[src/rtl/usb_pkt_tx.sv]
module usb_pkt_tx #(
  parameter int DIV_W = 8
) (
  input  logic             clk,
  input  logic             rst_n,
  input  logic             low_speed,
  input  logic [DIV_W-1:0] clk_per_bit,
  input  logic             in_valid,
  output logic             in_ready,
  input  logic [7:0]       in_data,
  input  logic             in_last,
  input  logic             in_crc,
  output logic             usb_dp,
  output logic             usb_dm,
  output logic             usb_oe
);
  localparam int PW = DIV_W + 3;

  typedef enum logic [2:0] {S_IDLE, S_SYNC, S_PID, S_DATA, S_CRCL, S_CRCH, S_EOP} st_t;

  st_t          st;
  logic [PW-1:0] cnt, per;
  logic         ls_q, crc_en, done_q, have, nxt_last, lvl, se0;
  logic [3:0]   pid_q;
  logic [7:0]   sh, nxt;
  logic [2:0]   bi, ones;
  logic [1:0]   ecnt;
  logic [15:0]  crc, crc_nx, crc_fin, crc_o;

  wire tick  = (st != S_IDLE) && (cnt == per - PW'(1));
  wire stuff = (ones == 3'd6);
  wire bitv  = sh[0];
  wire fb    = bitv ^ crc[15];

  assign crc_nx  = {crc[14:0], 1'b0} ^ (fb ? 16'h8005 : 16'h0000);
  assign crc_fin = (st == S_DATA) ? crc_nx : crc;

  always_comb
    for (int i = 0; i < 16; i++) crc_o[i] = ~crc_fin[15-i];

  assign in_ready = (st == S_IDLE) ||
                    ((st == S_PID || st == S_DATA) && !done_q && !have && bi == 3'd7 && !tick);

  assign usb_oe = (st != S_IDLE);
  assign usb_dp = usb_oe && !se0 && (lvl ^ ls_q);
  assign usb_dm = usb_oe && !se0 && (!lvl ^ ls_q);

  always_ff @(posedge clk) begin
    if (!rst_n) begin
      st <= S_IDLE; cnt <= '0; per <= PW'(1); ls_q <= 1'b0;
      crc_en <= 1'b0; done_q <= 1'b1; have <= 1'b0; nxt_last <= 1'b0;
      lvl <= 1'b1; se0 <= 1'b0; pid_q <= '0; sh <= '0; nxt <= '0;
      bi <= '0; ones <= '0; ecnt <= '0; crc <= 16'hFFFF;
    end else if (st == S_IDLE) begin
      if (in_valid) begin
        st <= S_SYNC; cnt <= '0; ls_q <= low_speed;
        per <= low_speed ? {clk_per_bit, 3'b000} : PW'(clk_per_bit);
        pid_q <= in_data[3:0]; crc_en <= in_crc; done_q <= in_last;
        have <= 1'b0; lvl <= 1'b1; se0 <= 1'b0; sh <= 8'h80;
        bi <= '0; ones <= '0; ecnt <= '0; crc <= 16'hFFFF;
      end
    end else begin
      cnt <= tick ? '0 : cnt + PW'(1);
      if (in_valid && in_ready) begin
        nxt <= in_data; nxt_last <= in_last; have <= 1'b1;
      end
      if (tick) begin
        if (stuff) begin
          lvl <= ~lvl; ones <= '0;
        end else if (st == S_EOP) begin
          ecnt <= ecnt + 2'd1;
          ones <= '0;
          case (ecnt)
            2'd0, 2'd1: se0 <= 1'b1;
            2'd2: begin se0 <= 1'b0; lvl <= 1'b1; end
            default: begin se0 <= 1'b0; st <= S_IDLE; end
          endcase
        end else begin
          if (!bitv) lvl <= ~lvl;
          ones <= bitv ? ones + 3'd1 : 3'd0;
          if (st == S_DATA) crc <= crc_nx;
          sh <= sh >> 1;
          bi <= bi + 3'd1;
          if (bi == 3'd7) begin
            case (st)
              S_SYNC: begin st <= S_PID; sh <= {~pid_q, pid_q}; end
              S_PID, S_DATA: begin
                if (!done_q && have) begin
                  st <= S_DATA; sh <= nxt; done_q <= nxt_last; have <= 1'b0;
                end else if (crc_en) begin
                  st <= S_CRCL; sh <= crc_o[7:0];
                end else begin
                  st <= S_EOP; ecnt <= '0;
                end
              end
              S_CRCL: begin st <= S_CRCH; sh <= crc_o[15:8]; end
              default: begin st <= S_EOP; ecnt <= '0; end
            endcase
          end
        end
      end
    end
  end
endmodule

[config.mk]
export PLATFORM = sky130hd
export DESIGN_NAME = usb_pkt_tx
export DESIGN_NICKNAME = d
export VERILOG_FILES = /design/src/rtl/usb_pkt_tx.sv
export SDC_FILE = /design/constraint.sdc
export NUM_CORES = 1
export LEC_CHECK = 0
export ABC_CLOCK_PERIOD_IN_PS = 3800
export BUFFER_PORTS_ARGS = -buffer_cell sky130_fd_sc_hd__clkbuf_2
export CAP_MARGIN = 20
export CORE_ASPECT_RATIO = 1.1
export CORE_MARGIN = 3
export CORE_UTILIZATION = 40
export CTS_BUF_LIST = sky130_fd_sc_hd__clkbuf_4 sky130_fd_sc_hd__clkbuf_8
export CTS_CLUSTER_DIAMETER = 80
export DETAILED_ROUTE_END_ITERATION = 16
export PLACE_DENSITY_LB_ADDON = 0.12
export SLEW_MARGIN = 20
export SYNTH_ARGS = -nofsm -noshare
export SYNTH_HDL_FRONTEND = slang
export SYNTH_SLANG_ARGS = --single-unit
[constraint.sdc]
create_clock -name clk -period 3.8 [get_ports clk]
set_input_delay 0.57 -clock clk [delete_from_list [all_inputs] [get_ports clk]]
set_output_delay 0.57 -clock clk [all_outputs]
set_load 0.1 [all_outputs]
* Word-level counts from Yosys, hierarchy flattened
Cells that the tools add are included.
** Cells by class
- Bitwise gates (word level) :: 23
- Mux-type cells :: 78
- Reductions and logical operators :: 39
- Add/subtract/negate cells :: 5
- Equal/unequal tests :: 19
** Operator list (number)
- two-way mux 16 bit :: 7
- two-way mux 8 bit :: 8
- two-way mux 3 bit :: 18
- two-way mux 11 bit :: 4
- two-way mux 1 bit :: 29
- case mux 8 bit (3 select lines) :: 1
- two-way mux 2 bit :: 9
- inverter 1 bit :: 18
- XOR 16 bit :: 1
- AND reduction 7 bit :: 2
- equality test 3 bit (second input constant) :: 4
- AND reduction 4 bit :: 3
- adder 11 x 1 -> 11 bit (second input constant) :: 1
- equality test 11 bit :: 1
- subtractor 11 x 1 -> 11 bit (second input constant) :: 1
- logical AND 1 bit :: 10
- nonzero test 2 bit :: 5
- case mux 3 bit (3 select lines) :: 1
- inequality test 4 bit (second input constant) :: 2
- adder 3 x 1 -> 3 bit (second input constant) :: 2
- equality test 3 x 2 -> 1 bit (second input constant) :: 2
- AND reduction 2 bit :: 3
- nonzero test 3 bit :: 2
- OR reduction 2 bit :: 3
- other kinds (19) :: 27
** Word-level totals
- Bits in registers :: 76
- Logic and storage cells :: 181
- Output and inout bits :: 4
- Bits of input ports :: 22

* Logic depth before layout (Yosys ltp)
Gate-level depths: netlist (run 1).
- Depth in word-level cells :: 16
- Mapped depth :: 10
- Depth with buffers taken out :: 9

* Worst setup path after synthesis (run 1)
No wires, ideal clock.
- Path kind :: register to output
- Start :: register per[0]
- End :: output in_ready
- Cell stages (with the launch flop) :: 9
- Slack :: -0.059 ns
- Data required time :: 3.230 ns
- Buffers on the path :: 2
- Arrival time :: 3.289 ns
- Path through :: dfxtp_1 > or4_1 > buf_2 > nor3_1 > xnor2_1 > o32ai_1 > o211a_1 > buf_4 > o21ai_1
** Between the ends
- Cells in the longest elaborated chain, start to end :: 6
** RTL lines
- from (decl) :: RTL line 22 : logic [PW-1:0] cnt, per;
- from (signal assigned) :: RTL line 57 : per <= low_speed ? {clk_per_bit, 3'b000} : PW'(clk_per_bit);
- subtractor 11 x 1 -> 11 bit :: RTL line 30 : wire tick = (st != S_IDLE) && (cnt == per - PW'(1));
- equality test 11 bit :: RTL line 30
- logical AND 1 bit :: RTL line 30
- zero test 1 bit :: RTL line 42 : ((st == S_PID || st == S_DATA) && !done_q && !have && bi == 3'd7 && !tick);
- logical AND 1 bit :: RTL line 42
- logical OR 1 bit :: RTL line 41 : assign in_ready = (st == S_IDLE) ||
- to (decl) :: RTL line 9 : output logic in_ready,
No other way between the ends.

* Final worst setup path (run 1)
Same ends and word-level chain as after synthesis.

==> results.toml, run 1 <==
[critical_path]
regToRegStartpoint = "per[0]"
cp_data_arrival_time_ps = 2950
crit_start = "per[0]"
cp-start-kind = "flip-flop"
cp_max_fo = 7
max_stage_delay_ps = 570
worstSetupPathType = "flip-flop to output pin"
required_ps = 3230
crit_path_end_kind = "output pin"
cpMaxStageDelayCell = "or4bb_1"
crit_chain = "inv_1, ha_1, nor3b_4, or4bb_1, a2111oi_4, o211a_1, o21ai_2, clkbuf_4"

[cts]
cts_tree = "done"
clock_sinks = 76
cts_inserted_buffers = 9
cts_root_buffer = "clkbuf_8"
clock_latency_ps = 360
htree_levels = 3
path_clk_slew_ps = 90
cts_buffer_depth = 2

[power]
power_density_nw_per_um2 = 475
p_leak_nw = 1.76
ir_drop_v = 0.000248

[detailed_routing]
vias_per_cell = 5.77
wl_per_cell_um = 17.9
via_count = 3904
first_pass_iters = 5
ant_nets = 0
wirelength_um = 12100
drt_iter0_markers = 245
drc = 0

[sta]
fin_tns_setup_ps = 0
tightest_slew_ps = 1020
relSlewSlack_pct = 31.8
timing_hold_violations_final = 0
timing.final.max_slew_violations = 0
setup_ws_ps = 280
skew_ps = 12.1
holdWs_ps = 430
rsz0062_at_grt = "no"
setup-violations-final = 0
min_period_over_period_pct = 92.6
period_needed_ps = 3520
fmax_ghz = 0.284

[hold_path]
holdCritPathClass = "primary input to flip-flop"
hp-start = "in_crc"

[yosys]
postSynthAreaPerCell_sq_um = 8.40
synth-edff-count = 0
synthCells = 514
ys_ff_latch = 76
synth_top_family_by_area = "compound AO/OA/AOI/OAI gates"
ys_seq_area_share_pct = 35.2
synth-simple-area-share_pct = 20.4
synth_commonest_cells = "nand2_1, dfxtp_1, mux2i_1"
yosys.area_share.adder_pct = 2.90
yosysMostFrequentCell = "nand2_1"
synth_warnings = 0
yosys.area_share.xor_xnor_pct = 4.26
ys_types = 60
yosys.area.top_type = "dfxtp_1"
async_reset_ff_share_pct = 0
muxShareOfSynthArea_pct = 8.72
synth_compound_area_share_pct = 24.1
synth_top_area_share_pct = 35.2
synth_area_leaders = "dfxtp_1, mux2i_1, nand2_1"
syn_area_sq_um = 4320
syn-num-nets = 546
synthFlopType = "dfxtp_1"

[placement]
preCtsSetupSlack_ps = 366
place_congestion = 0.844
io_buffers = 25
place_inst = 659
dp_hpwl_um = 8780

[final_layout]
fin_util_pct = 46.5
n_antenna_cell = 0
final_nets = 561
drive_gt1_share_pct = 12.9
area_growth_pct = 12.4
fin_cells = 677

[job]
cap_violations = 0

[floorplan]
io_pins = 26
core-area_sq_um = 10400
die_y_um = 115
dieArea_sq_um = 12100
rows = 39
die_w_um = 105
initial_utilization_pct = 41.3

[global_route]
grt_usage_pct = 20.7
grt_pass1_vias = 3892
antenna_found_initial = 0
grt_start_max_net_pins = 42
grt_pass1_wl_um = 19700
gr-total-overflow = 0

[status]
status = "complete, no violations"
==> critical path: cells and delay by family, from the launching register on <==
kind | cells | cell delay [ps]
adder cells (fa/ha/maj) | 1 | 230
AO/OA/AOI/OAI | 3 | 720
AND/OR/NAND/NOR | 2 | 910
flip-flops | 1 | 340
buffers and inverters | 2 | 390
==> sequential cells by signal (all words and copies together) (netlist names), 3 cells and up <==
signal,cells
bi,3
cnt,11
crc,16
nxt,8
ones,3
per,11
pid_q,4
sh,8
st,3
==> cell usage in the layout (no fill, tap or decap), types with 3 or more instances in the layout <==
master,netlist,layout
nand2_1,81,81
dfxtp_1,76,76
mux2i_1,32,32
a21oi_1,28,28
nor2_1,27,27
clkbuf_2,0,24
nand3_1,16,16
o22a_1,15,15
a31oi_1,14,14
inv_1,13,13
buf_4,2,13
or3_1,12,12
xnor2_1,11,11
clkbuf_8,0,11
xor2_1,10,10
o211ai_1,10,10
ha_1,10,10
nor3_1,9,9
and3_1,9,9
a211oi_1,9,9
o21ai_0,9,9
nand3b_1,7,7
nand2b_1,6,6
o21ai_1,7,6
o2111ai_1,6,6
o22ai_1,6,6
mux2_2,5,5
nor3b_1,5,4
nand4_1,3,3
a221o_1,3,3
o221ai_1,3,3
bufinv_16,0,3
==> cell families after synthesis <==
kind of cell / after synthesis
AO/OA/AOI/OAI: 139
XOR/XNOR: 21
adder cells (fa/ha/maj): 10
buffers and inverters: 47
flip-flops: 76
multiplexers: 37
AND/OR/NAND/NOR: 184
==> layer usage <==
layer / wire [um] / up-vias / track usage, %
li1: - / 1928 / -
met1: 5230 / 1862 / 24.3
met2: 6010 / 84 / 36.4
met3: 348 / 30 / 2.98
met4: 497 / 0 / 12.0
met5: 0 / - / 0
==> timing repair <==
action / 4_1_cts / 5_1_grt
pin swaps: 0 / 1
hold buffers: 0 / 0
endpoints found under the hold margin: 0 / 0
setup endpoints to repair: 1 / 1
resized for setup: 1 / 1
setup buffers: 0 / 2
==> layout make-up <==
| cell class | count | area (sq um) |
|---|---|---|
| repair buffers | 38 | 225 |
| multi-input cells | 391 | 2620 |
| clock buffers | 12 | 159 |
| flip-flops and latches | 76 | 1520 |
| fillers | 1077 | 5590 |
| inverters | 13 | 48.8 |
| clock inverters | 4 | 95.1 |
| well taps | 143 | 179 |
==> where the power goes <==
part / internal [mW] / total [mW] / switching, mW
sequential: 0.831 / 0.882 / 0.0511
combinational: 0.191 / 0.619 / 0.428
clock: 0.479 / 0.802 / 0.323
total: 1.50 / 2.30 / 0.802
==> metrics by stage <==
step	cell area (sq um)	total power, mW
detailed placement	4570	1.51
floorplan	4320	1.35
global placement	4570	1.51
finish	4850	2.30
global route	4850	2.41
CTS	4830	2.31
==> final timing paths <==
path / to / slack [ps] / cells past startpoint
max: in_ready / 280 / 8
max reg2reg: nxt[3] / 480 / 10
min: crc_en / 430 / 3
min reg2reg: nxt[2] / 460 / 2
Power figures use the tool's default switching activity.
==> run 2, diff against run 1 <==
--- a/config.mk
+++ b/config.mk
@@ -5,7 +5,7 @@
 export SDC_FILE = /design/constraint.sdc
 export NUM_CORES = 1
 export LEC_CHECK = 0
-export ABC_CLOCK_PERIOD_IN_PS = 3800
+export ABC_CLOCK_PERIOD_IN_PS = 2930
 export BUFFER_PORTS_ARGS = -buffer_cell sky130_fd_sc_hd__clkbuf_2
 export CAP_MARGIN = 20
 export CORE_ASPECT_RATIO = 1.1
@@ -15,6 +15,7 @@
 export CTS_CLUSTER_DIAMETER = 80
 export DETAILED_ROUTE_END_ITERATION = 16
 export PLACE_DENSITY_LB_ADDON = 0.12
+export RECOVER_POWER = 25
 export SLEW_MARGIN = 20
 export SYNTH_ARGS = -nofsm -noshare
 export SYNTH_HDL_FRONTEND = slang
==> constraint.sdc (replaced) <==
create_clock -name clk -period 2.93 [get_ports clk]
set_input_delay 0.4395 -clock clk [delete_from_list [all_inputs] [get_ports clk]]
set_output_delay 0.4395 -clock clk [all_outputs]
set_load 0.1 [all_outputs]
==> results.toml, run 2 (same netlist as run 1, synthesis figures left out) <==
[final_layout]
most-common-layout-cells = "nand2_1, dfxtp_1, mux2i_1"
fin_area_sq_um = 5090
reg.largest.list = "crc (16), cnt (11), per (11)"
final_nets = 582
largest_register = "crc"
largest_register_ffs = 16
n_antenna_cell = 0
area_growth_pct = 17.9
fill_cells = 1042
drive_gt1_share_pct = 19.6
final_common_cell = "nand2_1"

[sta]
tightest_slew_ps = 802
min_period_over_period_pct = 103
rsz0062_at_grt = "yes"
timing_hold_violations_final = 0
period_needed_ps = 3010
setup-violations-final = 1
fmax_ghz = 0.333
relSlewSlack_pct = 46.3
skew_ps = 14.9
timing.final.max_slew_violations = 0
setup_ws_ps = -76.9
holdWs_ps = 302

[critical_path]
cpMaxStageDelayCell = "or4_4"
required_ps = 2490
crit_chain = "or4_4, or3_4, a2111oi_4, o211a_4, o21ai_4, buf_12"
cp_data_arrival_time_ps = 2570
cp_max_fo = 7
cp-start-kind = "flip-flop"
max_stage_delay_ps = 590
crit_path_end_kind = "output pin"
worstSetupPathType = "flip-flop to output pin"

[floorplan]
rows = 39
io_pins = 26
dieArea_sq_um = 12100
die_w_um = 105
core-area_sq_um = 10400
die_y_um = 115
initial_utilization_pct = 41.3

[placement]
io_buffers = 25
place_congestion = 0.823
postPlaceCellArea_sq_um = 4730
dp_hpwl_um = 8690

[global_route]
grt_usage_pct = 20.5
use_met3_pct = 2.75
gr-total-overflow = 0
grt_use_met2_pct = 35.2
grt_pass1_wl_um = 19700
antenna_found_initial = 0
grt_pass1_vias = 3831
grt_start_max_net_pins = 42
grt.busiest_layer = "met2"
use_met1_pct = 25.2

[cts]
clock_sinks = 76
clock_latency_ps = 360
cts_inserted_buffers = 9
cts_tree = "done"
cts_buffer_depth = 2
path_clk_slew_ps = 90
htree_levels = 3
cts_root_buffer = "clkbuf_8"
cts_hold_buf = 0

[power]
switching_power_mw = 1.09
power_density_nw_per_um2 = 560
ir_drop_v = 0.000226
p_leak_nw = 1.84
swShare_pct = 38.3
p_seq_share_pct = 40.4
clkPwrFrac_pct = 26.0
p_comb_share_pct = 33.6
power_mw = 2.85
internal-power_mw = 1.76

[detailed_routing]
drc = 0
via_count = 4014
wl_per_cell_um = 17.5
ant_nets = 0
wirelength_um = 12200
first_pass_iters = 5
drt_iter0_markers = 219
vias_per_cell = 5.75

[status]
status = "complete, but fails checks"
violations = "setup timing"

[job]
cap_violations = 0

[hold_path]
holdCritPathClass = "primary input to flip-flop"
## run 2: changes by cell type in the layout (fill, tap and decap cells not counted), sizes merged
cell      change
bufinv        -3
clkinvlp      +3
clkinv        +2
clkbuf        -2
buf          +21
## run 2: cell type report
cell class              instances  area, sq um  share of cell area (%)
inverters                      13         51.3                    1.01
clock buffers                  10          131                    2.58
clock inverters                 6         41.3                   0.811
multi-input cells             391         2730                    53.7
flip-flops and latches         76         1530                    30.0
well taps                     143          179                    3.52
repair buffers                 59          428                    8.41
## run 2: through the flow
stage / cells / setup WS (ps) / utilization, % / setup TNS [ps]
finish: 698 / -76.9 / 48.7 / -76.9
global route: 698 / -173 / 48.7 / -225
CTS: 694 / -186 / 47.6 / -186
detailed placement: 674 / 38.8 / 45.3 / 0
global placement: 674 / 158 / 45.3 / 0
floorplan: 514 / -262 / - / -262
## run 2: worst paths after layout
path | from | end | slack [ps] | cells past startpoint
setup / recovery | per[0] | in_ready | -80 | 6
hold / removal | in_crc | crc_en | 300 | 3
setup reg to reg | per[0] | crc[5] | 160 | 8
hold reg to reg | nxt[7] | nxt[7] | 460 | 2
## run 2: what timing repair did
action | CTS | global route
pin swaps | 4 | 13
buffers inserted | 4 | 3
resized for setup | 12 | 23
endpoints found under the setup margin | 1 | 37
gates cloned | 0 | 2
## run 2: per-layer routing
layer / routed length, um / share of wire (%) / vias to the layer above
met1: 5440 / 45 / 1951
met3: 283 / 2.3 / 23
met2: 6050 / 50 / 64
met5: 0 / 0 / -
met4: 437 / 3.6 / 0
li1: - / - / 1976
## run 2: power groups by stage
stage / Sequential (mW) / Combinational [mW] / Clock, mW
floorplan: 1.14 / 0.612 / 0
global placement: 1.17 / 0.869 / 0
detailed placement: 1.17 / 0.874 / 0
CTS: 1.15 / 0.905 / 0.755
global route: 1.16 / 1.04 / 0.799
finish: 1.15 / 0.957 / 0.740
## run 2: critical path: cells and delay by family (launching register included)
kind | cells | cell delay [ps]
simple gates | 2 | 1010
compound gates | 3 | 650
flops | 1 | 370
buf+inv | 1 | 170
==> run 3, diff against run 2 <==
--- a/config.mk
+++ b/config.mk
@@ -16,6 +16,7 @@
 export DETAILED_ROUTE_END_ITERATION = 16
 export PLACE_DENSITY_LB_ADDON = 0.12
 export RECOVER_POWER = 25
+export SETUP_SLACK_MARGIN = 0.4
 export SLEW_MARGIN = 20
 export SYNTH_ARGS = -nofsm -noshare
 export SYNTH_HDL_FRONTEND = slang
==> results.toml, run 3 (same netlist as run 1, synthesis figures left out) <==
[floorplan]
dieArea_sq_um = 12100
die_y_um = 115
core-area_sq_um = 10400
initial_utilization_pct = 41.3
rows = 39
io_pins = 26
die_w_um = 105

[final_layout]
fin_area_sq_um = 5470
multi_input_area_sq_um = 2860
seqCellArea_sq_um = 1530
final_common_cell = "nand2_1"
reg.largest.list = "crc (16), cnt (11), per (11)"
most-common-layout-cells = "nand2_1, dfxtp_1, mux2i_1"
largest_register_ffs = 16
fin_util_pct = 52.4
fill_cells = 1052
drive_gt1_share_pct = 25.5
final_nets = 601
largest_register = "crc"
area_growth_pct = 26.8
n_antenna_cell = 0

[hold_path]
hold_path_end = "nxt[6]"
hp-start = "in_data[6]"
holdPathStages = 3
holdCritPathClass = "primary input to flip-flop"

[status]
violations = "setup timing"
status = "complete, but fails checks"

[critical_path]
cpMaxStageDelayCell = "or4bb_4"
regToRegStartpoint = "per[0]"
critPathBufInv = 2
max_stage_delay_ps = 510
crit_path_end_kind = "output pin"
crit_family = "simple AND/OR/NAND/NOR gates"
ff2ff_path_depth = 15
cp_data_arrival_time_ps = 2560
ff2ff_setup_slack_ps = -10
required_ps = 2490
crit_chain = "inv_2, ha_4, nor3b_4, or4bb_4, a2111oi_4, o211a_4, o21ai_4, buf_12"
worstSetupPathType = "flip-flop to output pin"
rr_endpoint = "cnt[6]"
cp-start-kind = "flip-flop"
cp_max_fo = 4

[cts]
cts_inserted_buffers = 9
clock_latency_ps = 350
htree_levels = 3
path_clk_slew_ps = 80
cts_buffer_depth = 2
cts_tree = "done"
clock_sinks = 76
cts_hold_buf = 0
cts_root_buffer = "clkbuf_8"

[placement]
postPlaceCellArea_sq_um = 4780
place_congestion = 0.822
dp_hpwl_um = 8880
io_buffers = 25

[global_route]
grt_pass1_vias = 4110
antenna_found_initial = 0
grt_pass1_wl_um = 21300
grt_usage_pct = 22.1
grt_start_max_net_pins = 29
gr-total-overflow = 0

[detailed_routing]
via_count = 4114
drt-met1-wl_um = 5300
wl_per_cell_um = 18.0
vias_per_cell = 5.75
wirelength_um = 12900
highest_layer = "met4"
drt_iter0_markers = 195
first_pass_iters = 4
drc = 0
wl_met3_um = 467
wl_met2_um = 6650
ant_nets = 0

[power]
power_mw = 3.02
ir_drop_v = 0.000377
p_leak_nw = 2.03
power_density_nw_per_um2 = 552

[sta]
tightest_slew_ps = 812
skew_ps = 7.55
timing.final.max_slew_violations = 0
period_needed_ps = 3000
relSlewSlack_pct = 45.8
rsz0062_at_grt = "yes"
timing_hold_violations_final = 0
setup-violations-final = 2
fmax_ghz = 0.334
setup_ws_ps = -67.9
min_period_over_period_pct = 102

[job]
cap_violations = 0
## run 3: cell count changes in the layout (fill, tap and decap cells not counted), sizes merged
cell	before	now
bufbuf	0	1
clkinvlp	3	1
clkinv	3	1
buf	34	52
clkbuf	35	38
## run 3: routing by layer
metal	track usage [%]	vias to the layer above
met4	10.2	0
met3	2.81	28
met2	39.8	88
met5	0	-
met1	26.4	1988
li1	-	2010
## run 3: layout make-up
| type | count | area share, % |
|---|---|---|
| multi-input cells | 391 | 52.3 |
| flip-flops and latches | 76 | 27.9 |
| clock inverters | 2 | 0.229 |
| clock buffers | 13 | 2.81 |
| well taps | 143 | 3.27 |
| inverters | 13 | 0.892 |
| repair buffers | 78 | 12.6 |
## run 3: worst min-delay path: cells and delay by family
kind          cells  cell delay, ps
buf+inv           1              80
mux               1              50
simple gates      1              40
## run 3: what timing repair did
action	CTS	global route
buffers inserted	23	1
pin swaps	35	21
endpoints found under the setup margin	60	61
gates resized for setup	50	15
gates cloned	3	0
## run 3: worst max path at each step
stage | slack, ps | start | to | depth (start not counted)
global route | -180 | per[0] | in_ready | 10
global placement | 140 | per[0] | st[0] | 7
finish | -70 | per[0] | in_ready | 8
CTS | 3 | per[0] | in_ready | 6
detailed placement | 80 | per[0] | sh[5] | 6
floorplan | -240 | per[0] | in_ready | 8
## run 3: per-stage QoR
stage | instances | setup slack (ps) | TNS [ps] | hold WS, ps
2_1_floorplan | 514 | -238 | -238 | 434
3_3_place_gp | 674 | 140 | 0 | 446
3_5_place_dp | 674 | 80.8 | 0 | 448
4_1_cts | 715 | 2.81 | 0 | 300
5_1_grt | 716 | -179 | -1310 | 322
6_report | 716 | -67.9 | -79.9 | 306
## run 3: report_power, final
group / internal (mW) / switching [mW]
logic: 0.477 / 0.668
clock network: 0.341 / 0.390
registers: 1.08 / 0.0677
total: 1.90 / 1.13
